`src/rtl/mx_pkg.sv`:
```
package mx_pkg;
  localparam int XLEN = 32;
  localparam int REG_AW = 5;
  localparam int IMM_W = 16;

  localparam logic [5:0] OPC_SPECIAL = 6'd0;
  localparam logic [5:0] OPC_ADDI    = 6'd8;
  localparam logic [5:0] OPC_ADDIU   = 6'd9;
  localparam logic [5:0] OPC_ORI     = 6'd13;
  localparam logic [5:0] OPC_LUI     = 6'd15;
  localparam logic [5:0] OPC_LB      = 6'd32;
  localparam logic [5:0] OPC_LW      = 6'd35;
  localparam logic [5:0] OPC_LBU     = 6'd36;
  localparam logic [5:0] OPC_SB      = 6'd40;
  localparam logic [5:0] OPC_SW      = 6'd43;
  localparam logic [5:0] FN_SUB      = 6'd34;

  typedef enum logic [1:0] {ALU_ADD, ALU_SUB, ALU_OR, ALU_PASSB} alu_op_e;

  typedef struct packed {
    alu_op_e             alu;
    logic                use_imm;
    logic                wr_en;
    logic [REG_AW-1:0]   wr_idx;
    logic                is_mem;
    logic                mem_wr;
    logic                mem_word;
    logic                mem_signed;
    logic                bad;
    logic [XLEN-1:0]     imm;
  } dec_t;
endpackage

```
`src/rtl/mx_decode.sv`:
```
module mx_decode
  import mx_pkg::*;
(
  input  logic [XLEN-1:0]   word,
  output logic [REG_AW-1:0] rs_idx,
  output logic [REG_AW-1:0] rt_idx,
  output dec_t              dec
);
  localparam int EXT_W = XLEN - IMM_W;

  logic [5:0]        opc;
  logic [5:0]        fn;
  logic [4:0]        shamt;
  logic [REG_AW-1:0] rd_idx;
  logic [IMM_W-1:0]  imm16;
  logic [XLEN-1:0]   imm_sx;
  logic [XLEN-1:0]   imm_zx;

  assign opc    = word[31:26];
  assign rs_idx = word[25:21];
  assign rt_idx = word[20:16];
  assign rd_idx = word[15:11];
  assign shamt  = word[10:6];
  assign fn     = word[5:0];
  assign imm16  = word[IMM_W-1:0];
  assign imm_sx = {{EXT_W{imm16[IMM_W-1]}}, imm16};
  assign imm_zx = {{EXT_W{1'b0}}, imm16};

  always_comb begin
    dec         = '0;
    dec.alu     = ALU_ADD;
    dec.wr_idx  = rt_idx;
    dec.imm     = imm_sx;
    case (opc)
      OPC_ADDI: begin
        dec.use_imm = 1'b1;
        dec.wr_en   = 1'b1;
      end
      OPC_ADDIU: begin
        dec.use_imm = 1'b1;
        dec.wr_en   = 1'b1;
        dec.imm     = imm_zx;
      end
      OPC_ORI: begin
        dec.alu     = ALU_OR;
        dec.use_imm = 1'b1;
        dec.wr_en   = 1'b1;
        dec.imm     = imm_zx;
      end
      OPC_LUI: begin
        dec.alu     = ALU_PASSB;
        dec.use_imm = 1'b1;
        dec.wr_en   = 1'b1;
        dec.imm     = {imm16, {EXT_W{1'b0}}};
      end
      OPC_SPECIAL: begin
        if (fn == FN_SUB && shamt == 5'd0) begin
          dec.alu    = ALU_SUB;
          dec.wr_en  = 1'b1;
          dec.wr_idx = rd_idx;
        end else begin
          dec.bad = 1'b1;
        end
      end
      OPC_LB, OPC_LBU, OPC_LW, OPC_SB, OPC_SW: begin
        dec.is_mem     = 1'b1;
        dec.use_imm    = 1'b1;
        dec.mem_wr     = (opc == OPC_SB) || (opc == OPC_SW);
        dec.mem_word   = (opc == OPC_LW) || (opc == OPC_SW);
        dec.mem_signed = (opc == OPC_LB);
      end
      default: dec.bad = 1'b1;
    endcase
  end
endmodule

```
`src/rtl/mx_regfile.sv`:
```
module mx_regfile #(
  parameter int W = 32,
  parameter int N = 32,
  localparam int AW = $clog2(N)
) (
  input  logic          clk,
  input  logic          rst_n,
  input  logic [AW-1:0] ra_a,
  input  logic [AW-1:0] ra_b,
  input  logic [AW-1:0] ra_dbg,
  output logic [W-1:0]  rd_a,
  output logic [W-1:0]  rd_b,
  output logic [W-1:0]  rd_dbg,
  input  logic          we,
  input  logic [AW-1:0] wa,
  input  logic [W-1:0]  wd
);
  logic [W-1:0] regs [N];

  always_ff @(posedge clk or negedge rst_n) begin
    if (!rst_n) begin
      for (int i = 0; i < N; i++) regs[i] <= '0;
    end else if (we && wa != '0) begin
      regs[wa] <= wd;
    end
  end

  assign rd_a   = (ra_a   == '0) ? '0 : regs[ra_a];
  assign rd_b   = (ra_b   == '0) ? '0 : regs[ra_b];
  assign rd_dbg = (ra_dbg == '0) ? '0 : regs[ra_dbg];
endmodule

```
`src/rtl/mx_alu.sv`:
```
module mx_alu
  import mx_pkg::*;
#(
  parameter int W = 32
) (
  input  alu_op_e      op,
  input  logic [W-1:0] a,
  input  logic [W-1:0] b,
  output logic [W-1:0] y
);
  always_comb begin
    case (op)
      ALU_ADD: y = a + b;
      ALU_SUB: y = a - b;
      ALU_OR:  y = a | b;
      default: y = b;
    endcase
  end
endmodule

```
`src/rtl/mini_exec.sv`:
```
module mini_exec
  import mx_pkg::*;
(
  input  logic              clk,
  input  logic              rst_n,
  input  logic              instr_valid,
  output logic              instr_ready,
  input  logic [XLEN-1:0]   instr_word,
  output logic              illegal,
  output logic              mem_req_valid,
  input  logic              mem_req_ready,
  output logic              mem_req_write,
  output logic              mem_req_word,
  output logic              mem_req_signed,
  output logic [REG_AW-1:0] mem_req_reg,
  output logic [XLEN-1:0]   mem_req_addr,
  output logic [XLEN-1:0]   mem_req_wdata,
  input  logic [REG_AW-1:0] dbg_addr,
  output logic [XLEN-1:0]   dbg_data
);
  localparam int NREGS = 1 << REG_AW;

  dec_t              dec;
  logic [REG_AW-1:0] rs_idx;
  logic [REG_AW-1:0] rt_idx;
  logic [XLEN-1:0]   rs_val;
  logic [XLEN-1:0]   rt_val;
  logic [XLEN-1:0]   opnd_b;
  logic [XLEN-1:0]   result;
  logic [XLEN-1:0]   eff_addr;
  logic              accept;
  logic              wr_fire;

  mx_decode u_dec (
    .word   (instr_word),
    .rs_idx (rs_idx),
    .rt_idx (rt_idx),
    .dec    (dec)
  );

  mx_regfile #(.W(XLEN), .N(NREGS)) u_rf (
    .clk    (clk),
    .rst_n  (rst_n),
    .ra_a   (rs_idx),
    .ra_b   (rt_idx),
    .ra_dbg (dbg_addr),
    .rd_a   (rs_val),
    .rd_b   (rt_val),
    .rd_dbg (dbg_data),
    .we     (wr_fire),
    .wa     (dec.wr_idx),
    .wd     (result)
  );

  assign opnd_b = dec.use_imm ? dec.imm : rt_val;

  mx_alu #(.W(XLEN)) u_alu (
    .op (dec.alu),
    .a  (rs_val),
    .b  (opnd_b),
    .y  (result)
  );

  assign eff_addr    = rs_val + dec.imm;
  assign instr_ready = !mem_req_valid;
  assign accept      = instr_valid && instr_ready;
  assign wr_fire     = accept && dec.wr_en;

  always_ff @(posedge clk or negedge rst_n) begin
    if (!rst_n) begin
      illegal        <= 1'b0;
      mem_req_valid  <= 1'b0;
      mem_req_write  <= 1'b0;
      mem_req_word   <= 1'b0;
      mem_req_signed <= 1'b0;
      mem_req_reg    <= '0;
      mem_req_addr   <= '0;
      mem_req_wdata  <= '0;
    end else begin
      illegal <= accept && dec.bad;
      if (mem_req_valid && mem_req_ready) begin
        mem_req_valid <= 1'b0;
      end else if (accept && dec.is_mem) begin
        mem_req_valid  <= 1'b1;
        mem_req_write  <= dec.mem_wr;
        mem_req_word   <= dec.mem_word;
        mem_req_signed <= dec.mem_signed;
        mem_req_reg    <= rt_idx;
        mem_req_addr   <= eff_addr;
        mem_req_wdata  <= rt_val;
      end
    end
  end
endmodule

```
`config.mk`:
```
export PLATFORM = sky130hd
export DESIGN_NAME = mini_exec
export DESIGN_NICKNAME = d
export VERILOG_FILES = /design/src/rtl/mx_pkg.sv /design/src/rtl/mx_decode.sv /design/src/rtl/mx_regfile.sv /design/src/rtl/mx_alu.sv /design/src/rtl/mini_exec.sv
export SDC_FILE = /design/constraint.sdc
export NUM_CORES = 2
export LEC_CHECK = 0
export ABC_CLOCK_PERIOD_IN_PS = 11500
export BUFFER_PORTS_ARGS = -buffer_cell sky130_fd_sc_hd__buf_2
export CAP_MARGIN = 20
export CORE_ASPECT_RATIO = 0.8
export CORE_MARGIN = 2
export CORE_UTILIZATION = 50
export DETAILED_ROUTE_END_ITERATION = 8
export PLACE_DENSITY = 0.69
export SKIP_CTS_REPAIR_TIMING = 1
export SYNTH_ARGS = -nofsm -noshare
export SYNTH_HDL_FRONTEND = slang
export SYNTH_SLANG_ARGS = --single-unit
```
`constraint.sdc`:
```
create_clock -name clk -period 11.5 [get_ports clk]
set_clock_uncertainty 0.15 [all_clocks]
set_input_delay 1.725 -clock clk [delete_from_list [all_inputs] [get_ports clk]]
set_output_delay 1.725 -clock clk [all_outputs]
set_load 0.05 [all_outputs]
```
Word-level counts from Yosys, hierarchy flattened:

Index checks and enable logic that the tools add are counted.

* word-level logic and storage cells: 119
* bits of input ports: 41
* bits in registers: 1098

* bitwise logic cells: 6
* add/sub/neg operators: 3
* equal/unequal tests: 12
* multiplexer cells: 29
* reductions and logical operators: 24
* $lt $le $gt $ge: 5

Operators with widths (count)
* bitwise mux 1024 bit: 1
* binary-select mux 32 bit (select 5 bit): 3
* 2-to-1 mux 32 bit: 11
* demux 32 bit (select 5 bit): 1
* one-hot mux 32 bit (3 select lines): 1
* adder 32 bit: 2
* one-hot mux 32 bit (2 select lines): 1
* == test 6 bit, second input constant: 6
* bitwise OR 32 bit: 1
* subtractor 32 bit: 1
* == test 6 x 4 -> 1 bit, second input constant: 4
* >= comparator 6 bit, second input constant: 4
* NOT 5 -> 6 bit: 4
* logical NOT 5 bit: 4
* OR reduction 9 bit: 1
* logical AND 1 bit: 8
* logical NOT 6 bit: 1
* < comparator 6 x 1 -> 1 bit, second input constant: 1
* 2-to-1 mux 6 bit: 1
* one-hot mux 2 bit (3 select lines): 1
* 2-to-1 mux 1 bit: 5
* 2-to-1 mux 5 bit: 1
* nonzero test 5 bit: 1
* OR reduction 5 bit: 1
* 12 further kinds: 14

Logic depth before layout (Yosys ltp):

* word-level depth: 10
* mapped depth: 33
* depth with buffers taken out: 28

Cells and area by module:

Synthesis repeated with hierarchy kept, for this count alone.

* cells, all modules: 5320
* area total of the unflattened synthesis: 70776.6 um^2

By module, submodules not included
* mx_regfile: area an instance 62307.3 um^2, instances 1, sequential area each 25624.6 um^2, cells each 4202
* mini_exec: area an instance 4843.4 um^2, instances 1, sequential area each 1851.8 um^2, cells each 571
* mx_alu: area an instance 3034.2 um^2, instances 1, sequential area each 0.0 um^2, cells each 462
* mx_decode: area an instance 591.8 um^2, instances 1, sequential area each 0.0 um^2, cells each 85

Worst setup path after synthesis:

No wires, ideal clock.

* kind: input-to-reg
* start point: input port instr_word[21]
* end point: register u_rf.regs[255] in the netlist's numbering
* buffers on the path: 7
* setup slack: 2706 ps
* library setup time: 133 ps
* cell stages on the path: 24
* data arrival time: 8511 ps
* cell sequence: clkbuf_1 buf_2 buf_2 buf_2 clkbuf_1 buf_1 mux4_2 mux4_2 mux2i_1 nor2_1 ha_1 o21ai_0 a21oi_1 or4_1 a211o_1 o31a_1 o21ai_0 nor2b_1 o221a_2 xnor2_1 mux2_2 a2111oi_4 buf_6 a21oi_2

* word-level cells in the longest chain between the ends: 8

Ends and longest elaborated chain
* from (decl): line mini_exec.sv:8 `input logic [XLEN-1:0] instr_word,`
* NOT 5 -> 6 bit (implied by the code): line mx_regfile.sv:28 `assign rd_a = (ra_a == '0) ? '0 : regs[ra_a];`
* binary-select mux 32 bit (select 5 bit): line mx_regfile.sv:28
* 2-to-1 mux 32 bit (implied by the code) (2 in series): line mx_regfile.sv:28
* 2-to-1 mux 32 bit *: line mx_regfile.sv:28
* subtractor 32 bit, or another cell as far along: line mx_alu.sv:14 `ALU_SUB: y = a - b;`
* one-hot mux 32 bit (3 select lines) *: line mx_alu.sv:12 `case (op)`
* bitwise mux 1024 bit *: line mx_regfile.sv:24 `regs[wa] <= wd;`
* to (signal, indexed assignment): line mx_regfile.sv:24
* to (decl): line mx_regfile.sv:18 `logic [W-1:0] regs [N];`

Mark *: on every way between the ends. The rest lies on a longest branch, timed or not. The select of a mux whose other input is x is not followed.
A chain may end at the register's enable or synchronous reset.

Worst setup path in the final report:

* start point: input port instr_word[17]
* end point: register u_rf.regs[95] in the netlist's numbering

* word-level cells in the longest chain between the ends: 9

Ends and longest elaborated chain
* NOT 5 -> 6 bit (implied by the code): line mx_regfile.sv:29 `assign rd_b = (ra_b == '0) ? '0 : regs[ra_b];`
* binary-select mux 32 bit (select 5 bit): line mx_regfile.sv:29
* 2-to-1 mux 32 bit (implied by the code) (2 in series): line mx_regfile.sv:29
* 2-to-1 mux 32 bit: line mx_regfile.sv:29
* 2-to-1 mux 32 bit: line mini_exec.sv:55 `assign opnd_b = dec.use_imm ? dec.imm : rt_val;`
* subtractor 32 bit, or another cell as far along: line mx_alu.sv:14
* one-hot mux 32 bit (3 select lines): line mx_alu.sv:12
* bitwise mux 1024 bit: line mx_regfile.sv:24

Parallel ways exist; a longest one is shown, timed or not. The select of a mux whose other input is x is not followed.

==> flow_summary.ini <==
[clock_tree]
tritoncts = yes
clkSlewWorstSetupHoldPaths_ns = 0.06
htreeDepth = 3
clk-insertion-delay-late_ns = 0.79
cts-buffers-inserted = 110
clk_path_buf_depth = 3
cts.sinks = 1098
clockRootBuffer = sky130_fd_sc_hd__clkbuf_16

[timing]
finalSetupViolations = 0
totalNegativeSetupSlack_ns = 0
worst_slack_ns = 1.80
slew_viol_final = 0
post-route-period-util_pct = 84.3
slew_of_the_pin_with_the_lowest_slew_margin_ns = 1.26
clock.fmax_mhz = 103
maxSlewHeadroom_pct = 15.7
endpoints_failing_hold = 0
grt_setup_unrepaired = false
post_layout_min_period_ns = 9.70

[critical_path]
critPathKind = in -> reg
start_kind = input pin
cpPeakStageDelay_ns = 0.69
endpoint_kind = flip-flop
cpMaxStageDelayCell = sky130_fd_sc_hd__buf_8
worstPathRequired_ns = 11.98
crit_arrival_ns = 10.18
worstPathMaxFanout = 99
worst_path_most_repeated_cell = sky130_fd_sc_hd__o21ai_0

[global_route]
grt_start_max_net_pins = 168
gr-usage-all-layers_pct = 35.8
overflow = 0
antenna_found_initial = 19
first_global_vias = 51000
grt_first_pass_wirelength_um = 366000

[floorplan]
initial_core_util_pct = 50.6
core.rowCount = 121
design.core.area_um2 = 137000
floorplan.io_pins = 148
chipHeight_um = 336
design.die.area_um2 = 141000
dieWidth_um = 419

[cells_and_area]
layout.cells.most_common_list = 1098 x sky130_fd_sc_hd__dfrtp_1, 814 x sky130_fd_sc_hd__mux4_2, 464 x sky130_fd_sc_hd__nand2_1
regMostFlops = u_rf.regs
reg_top3 = u_rf.regs x1024, mem_req_addr x32, mem_req_wdata x32
share_of_post_route_cells_with_drive_strength_above_1_pct = 32.9
syn2layout_area_growth_pct = 9.37
layout_commonest_cell = sky130_fd_sc_hd__dfrtp_1
fin_util_pct = 55.3
n_fill_cell = 11200
num-nets-final = 5612
largest_reg_flops = 1024

[routing]
wirelength_um = 253000
drt.antenna.violating_nets = 0
drt_pre_antenna_iters = 6
detailedRoute.firstIterationViolations = 8523
post-route-drc-count = 0
drt-wirelength-per-cell_um = 33.9
routed-via-count = 53200
post_drt_via_cell_ratio = 7.15

[place]
dp.final_hpwl_um = 159000
finalWeightedCongestion = 0.991
port_buffers = 147
preCtsSetupSlack_ns = 1.27

[power]
share_of_power_burned_in_combinational_logic_pct = 18.9
power.leakage_nw = 33.1
seq_power_share_pct = 41.8
power.net_switching_mw = 3.12
share_of_power_burned_in_the_clock_network_pct = 39.4
swShare_pct = 31.2
intPower_mw = 6.88
power.density_nw_per_um2 = 132
power.ir.vdd_worst_uv = 141

[synthesis]
post_synthesis_async_set_or_reset_flop_share_pct = 100
synth_enable_flop_cells = 0
sequential_cell_area_fraction_in_the_yosys_report_pct = 39.8
synth_top_cell_by_area = sky130_fd_sc_hd__dfrtp_1
yosys-top-cells-area = sky130_fd_sc_hd__dfrtp_1 40%, sky130_fd_sc_hd__mux4_2 27%, sky130_fd_sc_hd__mux2_2 6.6%
synth.distinct_cells = 85
postSynthRegisterBits = 1098
yosys_warnings = 0
synth_area_per_cell_um2 = 12.1
syn-num-nets = 5801
synthCells = 5694
ys_dominant_reg_cell = sky130_fd_sc_hd__dfrtp_1
synth_top_area_share_pct = 39.8
syn-cell-area_um2 = 69000

[run_status]
result_of_the_run = completed

[hold_path]
worst_hold_path_type = reg -> reg

[job]
cap_viol_max_count = 0
-- power groups by stage --
stage	Clock, mW	Sequential, mW	Combinational, mW
2_1_floorplan	0	4.42	1.01
4_1_cts	3.95	4.17	1.84
3_5_place_dp	0	4.24	1.83
6_report	3.94	4.18	1.89
5_1_grt	4.11	4.19	1.98
3_3_place_gp	0	4.23	1.82
-- Yosys cell counts, drive strengths merged, types with 11 or more instances --
| master | instances |
|---|---|
| nand2 | 472 |
| mux2i | 265 |
| a22oi | 89 |
| or3 | 13 |
| a211oi | 22 |
| mux2 | 407 |
| nand2b | 31 |
| nor4 | 11 |
| a31oi | 23 |
| dfrtp | 1098 |
| o21a | 12 |
| nor2 | 451 |
| nor2b | 27 |
| nor3 | 28 |
| nand3 | 36 |
| o31ai | 11 |
| clkbuf | 430 |
| a21o | 38 |
| xor2 | 40 |
| inv | 61 |
| ha | 64 |
| a32oi | 13 |
| buf | 177 |
| mux4 | 820 |
| o21ai | 423 |
| and2 | 14 |
| xnor2 | 40 |
| a21oi | 422 |
-- worst paths after layout --
check | cells past startpoint | start | endpoint | slack (ns)
max | 26 | instr_word[17] | u_rf.regs[95] | 1.80
min | 0 | u_rf.regs[997] | u_rf.regs[997] | 0.26
max reg2reg | 23 | u_rf.regs[129] | u_rf.regs[95] | 3.43
min reg2reg | 0 | u_rf.regs[997] | u_rf.regs[997] | 0.26
max in group asynchronous | 3 | rst_n | u_rf.regs[268] | 7.93
min in group asynchronous | 1 | rst_n | u_rf.regs[487] | 0.89
-- metrics by stage --
stage | hold slack, ns | cells | cell area [um^2] | power, mW
5_1_grt | 0.278 | 7441 | 75500 | 10.3
2_1_floorplan | 0.291 | 5694 | 69000 | 5.43
6_report | 0.261 | 7447 | 75500 | 10.0
4_1_cts | 0.256 | 7428 | 75300 | 9.96
3_5_place_dp | 0.242 | 7227 | 71500 | 6.07
3_3_place_gp | 0.228 | 7225 | 71400 | 6.04
-- final cells by class --
type	instances	area, um^2	area share [%]
diodes	8	20.0	0.0265
clock buffers	143	3100	4.10
clock inverters	58	778	1.03
inverters	61	229	0.303
multi-input cells	3928	39300	52.0
flip-flops and latches	1098	27500	36.4
well taps	1845	2310	3.06
repair buffers	306	2320	3.07
-- kinds of logic after synthesis --
kind of cell,share of synthesized area [%]
buf+inv,3.93
mux,37.3
flops,39.8
fa+ha+maj,1.22
xor+xnor,1.01
compound gates,9.63
simple gates,7.16
-- per-layer routing --
metal,wire length (um),share of wire [%],global-route usage [%]
met1,95100,38,49.1
met2,104000,41,48.7
met3,38800,15,15.5
met4,14500,5.7,17.6
met5,130,0.051,0
-- worst max-delay path, delay by kind of cell --
family	cells	cell delay, ns
AOI/OAI and AO/OA	10	2.20
buffers and inverters	3	1.71
xor gates and xnor gates	2	0.48
and+or+nand+nor	7	2.40
muxes	3	0.94
adders and majority gates	1	0.41
No activity file was read; power rests on OpenSTA's default activity.
